### src/rtl/vwm_pkg.sv
package vwm_pkg;
  typedef enum logic [1:0] {
    SQ_IDLE = 2'd0,
    SQ_BUSY = 2'd1,
    SQ_DONE = 2'd2
  } seq_state_t;
endpackage

### src/rtl/vwm_regs.sv
module vwm_regs #(
  parameter int DW     = 8,
  parameter int PAGE_W = 2
) (
  input  logic              clk,
  input  logic              rst,
  input  logic              io_wr,
  input  logic              io_sel,
  input  logic [DW-1:0]     io_data,
  output logic [PAGE_W-1:0] page_q,
  output logic              off_q,
  output logic [DW-1:0]     bank_q
);
  localparam int OFF_BIT = DW - 1;

  always_ff @(posedge clk) begin
    if (rst) begin
      page_q <= '0;
      off_q  <= 1'b1;
      bank_q <= '0;
    end else if (io_wr) begin
      if (!io_sel) begin
        page_q <= io_data[PAGE_W-1:0];
        off_q  <= io_data[OFF_BIT];
      end else begin
        bank_q <= io_data;
      end
    end
  end
endmodule

### src/rtl/vwm_decode.sv
module vwm_decode #(
  parameter int DW      = 8,
  parameter int CPU_AW  = 16,
  parameter int WIN_AW  = 14,
  parameter int N_BANKS = 32,
  parameter int SEL_W   = $clog2(N_BANKS),
  parameter int VRAM_AW = WIN_AW + SEL_W
) (
  input  logic [CPU_AW-1:0]        mem_addr,
  input  logic                     mem_rd,
  input  logic                     mem_wr,
  input  logic [CPU_AW-WIN_AW-1:0] page_q,
  input  logic                     off_q,
  input  logic [DW-1:0]            bank_q,
  output logic                     hit,
  output logic                     tgt_void,
  output logic                     tgt_spec,
  output logic [VRAM_AW-1:0]       tgt_addr
);
  localparam logic [DW-1:0] SPEC_BANK = DW'(N_BANKS);

  logic [WIN_AW-1:0] offset;

  always_comb begin
    offset   = mem_addr[WIN_AW-1:0];
    hit      = !off_q && (mem_rd || mem_wr) &&
               (mem_addr[CPU_AW-1:WIN_AW] == page_q);
    tgt_spec = (bank_q == SPEC_BANK);
    tgt_void = (bank_q > SPEC_BANK);
    if (bank_q < SPEC_BANK) tgt_addr = {bank_q[SEL_W-1:0], offset};
    else                    tgt_addr = VRAM_AW'(offset);
  end
endmodule

### src/rtl/vwm_seq.sv
module vwm_seq
  import vwm_pkg::*;
#(
  parameter int DW      = 8,
  parameter int VRAM_AW = 19
) (
  input  logic               clk,
  input  logic               rst,
  input  logic               mem_rd,
  input  logic               mem_wr,
  input  logic [DW-1:0]      mem_wdata,
  input  logic               hit,
  input  logic               tgt_void,
  input  logic               tgt_spec,
  input  logic [VRAM_AW-1:0] tgt_addr,
  input  logic               vram_ack,
  input  logic [DW-1:0]      vram_rdata,
  output logic               cpu_wait,
  output logic [DW-1:0]      mem_rdata,
  output logic               vram_req,
  output logic               vram_we,
  output logic               vram_spec,
  output logic [VRAM_AW-1:0] vram_addr,
  output logic [DW-1:0]      vram_wdata
);
  seq_state_t st;

  always_ff @(posedge clk) begin
    if (rst) begin
      st         <= SQ_IDLE;
      vram_req   <= 1'b0;
      vram_we    <= 1'b0;
      vram_spec  <= 1'b0;
      vram_addr  <= '0;
      vram_wdata <= '0;
      mem_rdata  <= '1;
    end else begin
      case (st)
        SQ_IDLE: if (hit) begin
          if (tgt_void) begin
            mem_rdata <= '1;
            st        <= SQ_DONE;
          end else begin
            vram_req   <= 1'b1;
            vram_we    <= mem_wr;
            vram_spec  <= tgt_spec;
            vram_addr  <= tgt_addr;
            vram_wdata <= mem_wdata;
            st         <= SQ_BUSY;
          end
        end
        SQ_BUSY: if (vram_ack) begin
          vram_req <= 1'b0;
          if (!vram_we) mem_rdata <= vram_rdata;
          st <= SQ_DONE;
        end
        SQ_DONE: if (!mem_rd && !mem_wr) st <= SQ_IDLE;
        default: st <= SQ_IDLE;
      endcase
    end
  end

  assign cpu_wait = hit && (st != SQ_DONE);
endmodule

### src/rtl/vram_window_mapper.sv
module vram_window_mapper #(
  parameter int DW      = 8,
  parameter int CPU_AW  = 16,
  parameter int WIN_AW  = 14,
  parameter int N_BANKS = 32,
  parameter int SEL_W   = $clog2(N_BANKS),
  parameter int VRAM_AW = WIN_AW + SEL_W,
  parameter int PAGE_W  = CPU_AW - WIN_AW
) (
  input  logic               clk,
  input  logic               rst,
  input  logic               io_wr,
  input  logic               io_sel,
  input  logic [DW-1:0]      io_data,
  input  logic               mem_rd,
  input  logic               mem_wr,
  input  logic [CPU_AW-1:0]  mem_addr,
  input  logic [DW-1:0]      mem_wdata,
  output logic [DW-1:0]      mem_rdata,
  output logic               mem_claim,
  output logic               cpu_wait,
  output logic               vram_req,
  output logic               vram_we,
  output logic               vram_spec,
  output logic [VRAM_AW-1:0] vram_addr,
  output logic [DW-1:0]      vram_wdata,
  input  logic               vram_ack,
  input  logic [DW-1:0]      vram_rdata
);
  logic [PAGE_W-1:0]  page_q;
  logic               off_q;
  logic [DW-1:0]      bank_q;
  logic               hit, tgt_void, tgt_spec;
  logic [VRAM_AW-1:0] tgt_addr;

  vwm_regs #(.DW(DW), .PAGE_W(PAGE_W)) regs_i (
    .clk(clk), .rst(rst), .io_wr(io_wr), .io_sel(io_sel), .io_data(io_data),
    .page_q(page_q), .off_q(off_q), .bank_q(bank_q)
  );

  vwm_decode #(.DW(DW), .CPU_AW(CPU_AW), .WIN_AW(WIN_AW), .N_BANKS(N_BANKS),
               .SEL_W(SEL_W), .VRAM_AW(VRAM_AW)) dec_i (
    .mem_addr(mem_addr), .mem_rd(mem_rd), .mem_wr(mem_wr),
    .page_q(page_q), .off_q(off_q), .bank_q(bank_q),
    .hit(hit), .tgt_void(tgt_void), .tgt_spec(tgt_spec), .tgt_addr(tgt_addr)
  );

  vwm_seq #(.DW(DW), .VRAM_AW(VRAM_AW)) seq_i (
    .clk(clk), .rst(rst), .mem_rd(mem_rd), .mem_wr(mem_wr),
    .mem_wdata(mem_wdata), .hit(hit), .tgt_void(tgt_void),
    .tgt_spec(tgt_spec), .tgt_addr(tgt_addr), .vram_ack(vram_ack),
    .vram_rdata(vram_rdata), .cpu_wait(cpu_wait), .mem_rdata(mem_rdata),
    .vram_req(vram_req), .vram_we(vram_we), .vram_spec(vram_spec),
    .vram_addr(vram_addr), .vram_wdata(vram_wdata)
  );

  assign mem_claim = hit;
endmodule

### config.mk
export PLATFORM = sky130hd
export DESIGN_NAME = vram_window_mapper
export DESIGN_NICKNAME = d
export VERILOG_FILES = /design/src/rtl/vwm_pkg.sv /design/src/rtl/vwm_regs.sv /design/src/rtl/vwm_decode.sv /design/src/rtl/vwm_seq.sv /design/src/rtl/vram_window_mapper.sv
export SDC_FILE = /design/constraint.sdc
export NUM_CORES = 1
export LEC_CHECK = 0
export BUFFER_PORTS_ARGS = -buffer_cell sky130_fd_sc_hd__buf_2
export CAP_MARGIN = 20
export CORE_AREA = 4 4 103 66
export DETAILED_ROUTE_END_ITERATION = 8
export DIE_AREA = 0 0 107 70
export PLACE_DENSITY = 0.66
export REMOVE_ABC_BUFFERS = 1
export SYNTH_ARGS = -nofsm -noshare
export SYNTH_HDL_FRONTEND = slang
export SYNTH_SLANG_ARGS = --single-unit
### constraint.sdc
create_clock -name clk -period 2.28 [get_ports clk]
set_clock_uncertainty 0.1 [all_clocks]
set_input_delay 0.114 -clock clk [delete_from_list [all_inputs] [get_ports clk]]
set_output_delay 0.114 -clock clk [all_outputs]
set_load 0.05 [all_outputs]
After elaboration in Yosys (flattened, before gate mapping)
Index checks and enable logic that the tools add are counted.
- input bits: 47
- output and inout bits: 40
- flip-flop bits (word level): 51
- order comparisons: 2
- reduce and logical (&&, ||, !) cells: 16
- eq/ne operators: 11
- muxes and demuxes: 15
- bitwise operators: 2
- operators with widths (kind ; count):
    8-bit two-way mux ; 4
    19-bit two-way mux ; 1
    8-bit case mux with 2 select lines ; 1
    2-bit inequality test, second input constant ; 5
    8-bit by 6-bit equality test with 1-bit output, second input constant ; 1
    8-bit by 6-bit > comparator with 1-bit output, second input constant ; 1
    8-bit by 6-bit less-than comparator with 1-bit output, second input constant ; 1
    2-bit two-way mux ; 4
    2-bit case mux with 3 select lines ; 1
    3-bit AND reduction ; 2
    5-bit AND reduction ; 1
    1-bit logical AND ; 4
    2-bit by 1-bit inequality test with 1-bit output, second input constant ; 2
    2-bit AND reduction ; 2
    4-bit AND reduction ; 1
    1-bit logical NOT ; 3
    1-bit two-way mux ; 3
    2-bit by 1-bit equality test with 1-bit output, second input constant ; 1
    2-bit equality test ; 1
    2-bit equality test, second input constant ; 1
    2-bit logical NOT ; 1
    1-bit NOT ; 2
    1-bit case mux with 2 select lines ; 1
    2-bit nonzero test ; 1
    1-bit logical OR ; 1

Logic depth before layout (Yosys ltp)
Gate-level depths: netlist (run 1).
- depth in word-level cells: 5
- gate-level depth with buffers: 5
- mapped depth without buffers: 4

By module
From an unflattened synthesis (run 1), not the netlist that was laid out.
- cells, all modules: 254
- area total of the unflattened synthesis: 2209.6 um^2
- by module, submodules not included (module ; seq. area each (um^2) ; cells an instance ; instances ; area an instance (um^2)):
    vwm_seq ; 800.8 ; 179 ; 1 ; 1512.7
    vwm_regs ; 220.2 ; 47 ; 1 ; 494.2
    vwm_decode ; 0.0 ; 28 ; 1 ; 202.7

Worst setup path before layout (run 1)
Ideal clock, no wire load.
- kind: register -> output
- start point: reg regs_i.page_q[1]
- end point: out cpu_wait
- cell stages (with the launch flop): 4
- data required time: 2.066 ns
- path slack: 0.537 ns
- data arrival time: 1.529 ns
- path through: dfxtp_1 -> xnor2_1 -> nand3_1 -> a21oi_1
- longest elaborated chain between the ends: 3
- RTL lines (what ; RTL line ; RTL):
    from (decl) ; vwm_regs.sv:10 ; output logic [PAGE_W-1:0] page_q,
    from (signal assigned) ; vwm_regs.sv:23 ; page_q <= io_data[PAGE_W-1:0];
    2-bit equality test ; vwm_decode.sv:27 ; (mem_addr[CPU_AW-1:WIN_AW] == page_q);
    1-bit logical AND ; vwm_decode.sv:26 ; hit = !off_q && (mem_rd || mem_wr) &&
    1-bit logical AND ; vwm_seq.sv:63 ; assign cpu_wait = hit && (st != SQ_DONE);
    to (decl) ; vram_window_mapper.sv:21 ; output logic cpu_wait,
Every way passes these cells.

Final worst setup path (run 1)
Same ends and word-level chain as after synthesis.

==> results.sh, run 1 <==
export IMPL_pwr_density_cell_nw_per_um2=575.5
export IMPL_clock_root_buffer="clkbuf_8"
export IMPL_cts_max_path_buffers=2
export IMPL_signal_arrival_time_at_the_worst_endpoint_ns=1.60
export IMPL_numCtsBuffers=5
export IMPL_outcome="completed"
export IMPL_worst_skew_pair_late_latency_ns=0.29
export IMPL_power_share_switching_pct=21.63
export IMPL_setup_worst_path_start_class="flop"
export IMPL_share_of_cells_above_drive_strength_1_pct=31.49
export IMPL_worst_slew_pin_transition_ns=0.4747
export IMPL_routed_via_count=1901
export IMPL_drt_wl_total_mm=5.146
export IMPL_first_global_vias=1885
export IMPL_r2r_end="seq_i.vram_addr[6]"
export IMPL_most_instantiated_flip_flop_cell_in_the_synthesis_netlist="dfxtp_1"
export IMPL_regToRegSetupSlack_ns=0.55
export IMPL_netSwitchingPower_uw=406.9
export IMPL_share_of_the_clock_period_used_by_the_worst_path_pct=79.44
export IMPL_synth_seq_area_share_pct=44.74
export IMPL_grt_first_pass_wirelength_mm=8.700
export IMPL_cp_startpoint="regs_i.page_q[1]"
export IMPL_tritoncts="yes"
export IMPL_row_count=22
export IMPL_timing_critical_path_required_ns=2.07
export IMPL_startpoint_of_the_most_critical_hold_path="mem_wr"
export IMPL_antennaDiodeCount=0
export IMPL_synth_edff_count=0
export IMPL_initial_utilization_pct=38.74
export IMPL_cts_hold_buffers=37
export IMPL_utilization_pct=55.50
export IMPL_dieWidth_microns=107
export IMPL_fillers=531
export IMPL_yosysMostFrequentCell="nand2b_1"
export IMPL_gr_total_overflow=0
export IMPL_finalHoldWorstSlack_ns=0.01808
export IMPL_cts_h_tree_depth=2
export IMPL_fin_max_slew_vios=0
export IMPL_cts_resized_gates=0
export IMPL_synthTopCellsByArea="dfxtp_1 45%, nand2b_1 15%, mux2i_1 14%"
export IMPL_die_h_microns=70
export IMPL_p_seq_share_pct=48.9
export IMPL_rsz0062_at_grt="false"
export IMPL_worst_setup_hold_path_clk_slew_ns=0.09
export IMPL_ys_seq_elements=51
export IMPL_cell_accounting_for_the_most_synthesized_area="dfxtp_1"
export IMPL_dieArea_sq_um=7490
export IMPL_synth_top_area_share_pct=44.74
export IMPL_timing_final_crit_period_ns=1.811
export IMPL_yosys_warns=0
export IMPL_routed_wire_length_per_instance_microns=12.05
export IMPL_timing_max_cap_violations=0
export IMPL_critical_path_class="flop to output port"
export IMPL_r2r_worst_path_cells=5
export IMPL_final_nets=389
export IMPL_finalWeightedCongestion=0.7885
export IMPL_hp_class="input port to flop"
export IMPL_portBuffers=86
export IMPL_worstReg2RegStart="regs_i.page_q[1]"
export IMPL_comb_power_share_pct=12.7
export IMPL_hold_viol=0
export IMPL_ir_worst_vdd_uv=365.9
export IMPL_endpoint="cpu_wait"
export IMPL_grt_total_usage_pct=13.85
export IMPL_setup_total_neg_slack_ns=0
export IMPL_synth_area_per_cell_sq_um=10.28
export IMPL_syn_instance_count=222
export IMPL_grt_max_degree=42
export IMPL_post_synth_most_frequent_cells="55 x nand2b_1, 51 x dfxtp_1, 31 x mux2i_1"
export IMPL_detail_route_antenna_nets=0
export IMPL_post_cts_setup_buffers=0
export IMPL_post_drt_via_cell_ratio=4.452
export IMPL_worst_slew_margin_rel_pct=68.35
export IMPL_share_of_power_burned_in_the_clock_network_pct=38.4
export IMPL_setup_viol_count_final=0
export IMPL_category_of_the_worst_setup_path_capture_point="output port"
export IMPL_critical_path_peak_fanout=4
export IMPL_tritoncts_num_sinks=51
export IMPL_yosys_cell_types_count=36
export IMPL_core_area_sq_um=5891
export IMPL_syn_cell_area_sq_um=2282
export IMPL_drc=0
export IMPL_leakage_uw=0.001354
export IMPL_fmax_mhz=552.1
export IMPL_layout_area_overhead_vs_synth_pct=43.26
export IMPL_grt_antenna_before_repair=0
export IMPL_ioPinCount=87
export IMPL_synth_async_reset_ratio_pct=0
export IMPL_drtIter0Drc=75
export IMPL_number_of_search_and_repair_iterations_in_the_first_detailed_routing_pass=4
export IMPL_dp_hpwl_mm=3.528
export IMPL_cell_internal_pwr_uw=1475
## routing by layer
layer	track usage, %	vias to the layer above	share of wire (%)
met5	0	-	0
met4	0.8511	0	0
met3	3.693	0	7.2
met2	21.69	65	43
met1	19.98	846	50
li1	-	990	-
## how the worst min path moves through the flow
stage,endpoint,cells past startpoint
5_1_grt,regs_i.bank_q[3],3
3_5_place_dp,seq_i.mem_rdata[7],2
4_1_cts,seq_i.vram_we,3
6_report,seq_i.vram_we,3
3_3_place_gp,seq_i.mem_rdata[7],2
2_1_floorplan,regs_i.bank_q[0],1
## per-stage QoR
stage	setup WS (ns)	std cells	cell area [sq um]	total power, uW
final	0.4688	427	3269	1881
after global routing	0.3720	427	3269	1978
after CTS	0.4484	427	3269	1915
after detailed placement	0.5609	382	2766	1132
after global placement	0.6693	382	2766	1130
after floorplan	0.4595	209	2183	1045
## state kept, by name, indices dropped and copies added, names as in the netlist
name              cells
seq_i.vram_addr      19
seq_i.vram_req        1
regs_i.bank_q         8
seq_i.mem_rdata       8
seq_i.vram_wdata      8
regs_i.off_q          1
regs_i.page_q         2
seq_i.vram_we         1
seq_i.st              2
seq_i.vram_spec       1
## power groups by stage
stage	Clock (uW)	Combinational (uW)	Sequential, uW
6_report	722	240	919
5_1_grt	794	262	922
4_1_cts	754	241	920
3_5_place_dp	0	192	940
3_3_place_gp	0	190	940
2_1_floorplan	0	87.2	958
## area by class of cell
type	count	area [sq um]	share of cell area (%)
repair buffers	126	848.3	25.95
well taps	84	105.1	3.215
multi-input cells	155	1151	35.21
clock buffers	6	72.57	2.220
flip-flops and latches	51	1021	31.23
inverters	3	11.26	0.3444
clock inverters	2	60.06	1.837
## cell usage in the layout, fill, tap and decap left out, types with 2 or more instances in the layout
cell type / synthesis / layout
a21oi_1: 11 / 11
bufinv_16: 0 / 2
buf_2: 1 / 86
inv_1: 3 / 3
dfxtp_1: 51 / 51
nor2_1: 4 / 4
dlygate4sd3_1: 0 / 37
nand2_1: 14 / 14
nand2b_1: 55 / 55
nand3_1: 9 / 9
buf_12: 3 / 2
o22a_1: 8 / 8
mux2i_1: 31 / 31
clkbuf_8: 0 / 5
## worst max-delay path, stage by stage, from the launching register on
cell and delay (ns):
dfxtp_1 0.33, xnor2_1 0.33, nand3_1 0.22, a21oi_1 0.15
buf_2 0.27
## cell families after synthesis
| family | after synthesis | synth area share [%] |
|---|---|---|
| simple gates | 95 | 26.75 |
| flops | 51 | 44.74 |
| mux | 31 | 13.60 |
| compound gates | 27 | 8.991 |
| buf+inv | 16 | 4.824 |
| xor+xnor | 2 | 1.097 |
Power figures use the tool's default switching activity.
==> inputs of run 2 (changes only) <==
==> constraint.sdc (replaced) <==
create_clock -name clk -period 1.9 [get_ports clk]
set_clock_uncertainty 0.1 [all_clocks]
set_input_delay 0.095 -clock clk [delete_from_list [all_inputs] [get_ports clk]]
set_output_delay 0.095 -clock clk [all_outputs]
set_load 0.05 [all_outputs]
==> results.sh, run 2 (synthesis results as in run 1) <==
export IMPL_outcome="completed"
export IMPL_critical_path_peak_fanout=4
export IMPL_leakage_uw=0.001344
export IMPL_core_area_sq_um=5891
export IMPL_dieWidth_microns=107
export IMPL_grt_total_usage_pct=15.13
export IMPL_fillers=560
export IMPL_initial_utilization_pct=38.74
export IMPL_setup_viol_count_final=0
export IMPL_clock_root_buffer="clkbuf_8"
export IMPL_timing_max_cap_violations=0
export IMPL_drc=0
export IMPL_share_of_cells_above_drive_strength_1_pct=31.50
export IMPL_rsz0062_at_grt="false"
export IMPL_r2r_end="seq_i.vram_addr[13]"
export IMPL_timing_critical_path_required_ns=1.70
export IMPL_worstReg2RegStart="regs_i.bank_q[1]"
export IMPL_timing_critical_path_cells="xnor2_1 -> nand3_1 -> a21oi_1 -> buf_2"
export IMPL_worst_skew_pair_late_latency_ns=0.30
export IMPL_critical_path_class="flop to output port"
export IMPL_r2r_worst_path_cells=5
export IMPL_dieArea_sq_um=7490
export IMPL_routed_via_count=1938
export IMPL_regToRegSetupSlack_ns=0.30
export IMPL_finish_cell_count_without_fillers=430
export IMPL_most_common_layout_cells="86 x buf_2, 55 x nand2b_1, 51 x dfxtp_1, 39 x dlygate4sd3_1, 31 x mux2i_1"
export IMPL_layout_area_overhead_vs_synth_pct=42.54
export IMPL_die_h_microns=70
export IMPL_largest_register_ff_count=19
export IMPL_ir_worst_vdd_uv=280.2
export IMPL_detail_route_antenna_nets=0
export IMPL_grt_antenna_before_repair=0
export IMPL_setup_worst_path_start_class="flop"
export IMPL_category_of_the_worst_setup_path_capture_point="output port"
export IMPL_finalWeightedCongestion=0.7670
export IMPL_ioPinCount=87
export IMPL_post_cts_setup_buffers=0
export IMPL_pwr_density_cell_nw_per_um2=622.7
export IMPL_cts_hold_buffers=39
export IMPL_routed_wire_length_per_instance_microns=12.81
export IMPL_gr_total_overflow=0
export IMPL_largest_register="seq_i.vram_addr"
export IMPL_post_drt_via_cell_ratio=4.507
export IMPL_final_nets=392
export IMPL_dp_cells=383
export IMPL_tritoncts="yes"
export IMPL_cts_max_path_buffers=2
export IMPL_first_global_vias=1967
export IMPL_setup_total_neg_slack_ns=0
export IMPL_hold_viol=0
export IMPL_grt_max_degree=50
export IMPL_fmax_mhz=570.4
export IMPL_antennaDiodeCount=0
export IMPL_drt_wl_total_mm=5.507
export IMPL_grt_first_pass_wirelength_mm=9.294
export IMPL_timing_final_crit_period_ns=1.753
export IMPL_numCtsBuffers=5
export IMPL_worst_setup_hold_path_clk_slew_ns=0.09
export IMPL_fin_max_slew_vios=0
export IMPL_portBuffers=86
export IMPL_drtIter0Drc=82
export IMPL_min_delay_path_depth=3
export IMPL_startpoint_of_the_most_critical_hold_path="vram_ack"
export IMPL_tritoncts_num_sinks=51
export IMPL_hp_class="input port to flop"
export IMPL_cts_resized_gates=0
export IMPL_signal_arrival_time_at_the_worst_endpoint_ns=1.56
export IMPL_cts_h_tree_depth=2
export IMPL_row_count=22
export IMPL_final_common_cell="buf_2"
export IMPL_whs_endpoint="seq_i.st[0]"
export IMPL_number_of_search_and_repair_iterations_in_the_first_detailed_routing_pass=4
export IMPL_share_of_the_clock_period_used_by_the_worst_path_pct=92.26
export IMPL_worst_slew_margin_rel_pct=69.97
export IMPL_master_of_the_slowest_instance_on_the_critical_path="dfxtp_1"
export IMPL_dp_hpwl_mm=3.773
export IMPL_worst_slew_pin_transition_ns=0.4505
export IMPL_slowest_delay_ns=0.33
-- run 2: cell count changes in the layout (fill, tap and decap cells not counted), sizes merged --
| cell | before | now |
|---|---|---|
| buf | 89 | 90 |
| bufinv | 2 | 0 |
| clkinvlp | 0 | 1 |
| dlygate4sd3 | 37 | 39 |
| inv | 3 | 4 |
-- run 2: power breakdown --
| part | switching [uW] | total (uW) | leakage (uW) | internal [uW] |
|---|---|---|---|---|
| clock | 364 | 629 | 0.0000418 | 265 |
| combinational | 133 | 294 | 0.000889 | 160 |
| sequential | 16.9 | 1100 | 0.000413 | 1090 |
-- run 2: area by class of cell --
type / count / area (sq um) / area share (%)
clock buffer: 6 / 72.57 / 2.231
clock inverter: 2 / 16.27 / 0.5000
inverter: 3 / 11.26 / 0.3462
multi-input combinational: 155 / 1151 / 35.38
sequential: 51 / 1021 / 31.38
tap: 84 / 105.1 / 3.231
timing repair buffer: 129 / 875.8 / 26.92
-- run 2: layer usage --
| metal | global-route usage (%) | wire length, microns |
|---|---|---|
| met5 | 0 | 0 |
| met4 | 1.702 | 27 |
| met1 | 20.45 | 2697 |
| met2 | 24.48 | 2397 |
| met3 | 4.709 | 385 |
-- run 2: worst max-delay path by stage --
stage                          start            endpoint  slack [ns]
CTS                 regs_i.page_q[1]            cpu_wait        0.10
global route        regs_i.page_q[1]            cpu_wait       0.008
floorplan           regs_i.bank_q[0]  seq_i.vram_addr[0]        0.08
global placement    regs_i.page_q[1]  seq_i.mem_rdata[5]        0.39
detailed placement  regs_i.bank_q[1]  seq_i.vram_addr[9]        0.32
finish              regs_i.page_q[1]            cpu_wait        0.15
-- run 2: critical path, delay by kind of cell, from the launching register on --
kind / cells / cell delay, ns
flops: 1 / 0.33
compound gates: 1 / 0.16
xor+xnor: 1 / 0.28
buf+inv: 1 / 0.28
simple gates: 1 / 0.21
-- run 2: through the flow --
stage               worst slack, ns  utilization, %  power (uW)  hold slack [ns]  cell area, sq um
floorplan                   0.07953               -        1254          0.06407              2183
global placement             0.3887           47.09        1356           0.1969              2774
detailed placement           0.3221           47.09        1360           0.2033              2774
CTS                          0.1041           55.23        2051         0.009868              3253
global route               0.007676           55.23        2131          0.02342              3253
finish                       0.1470           55.23        2026          0.02377              3253
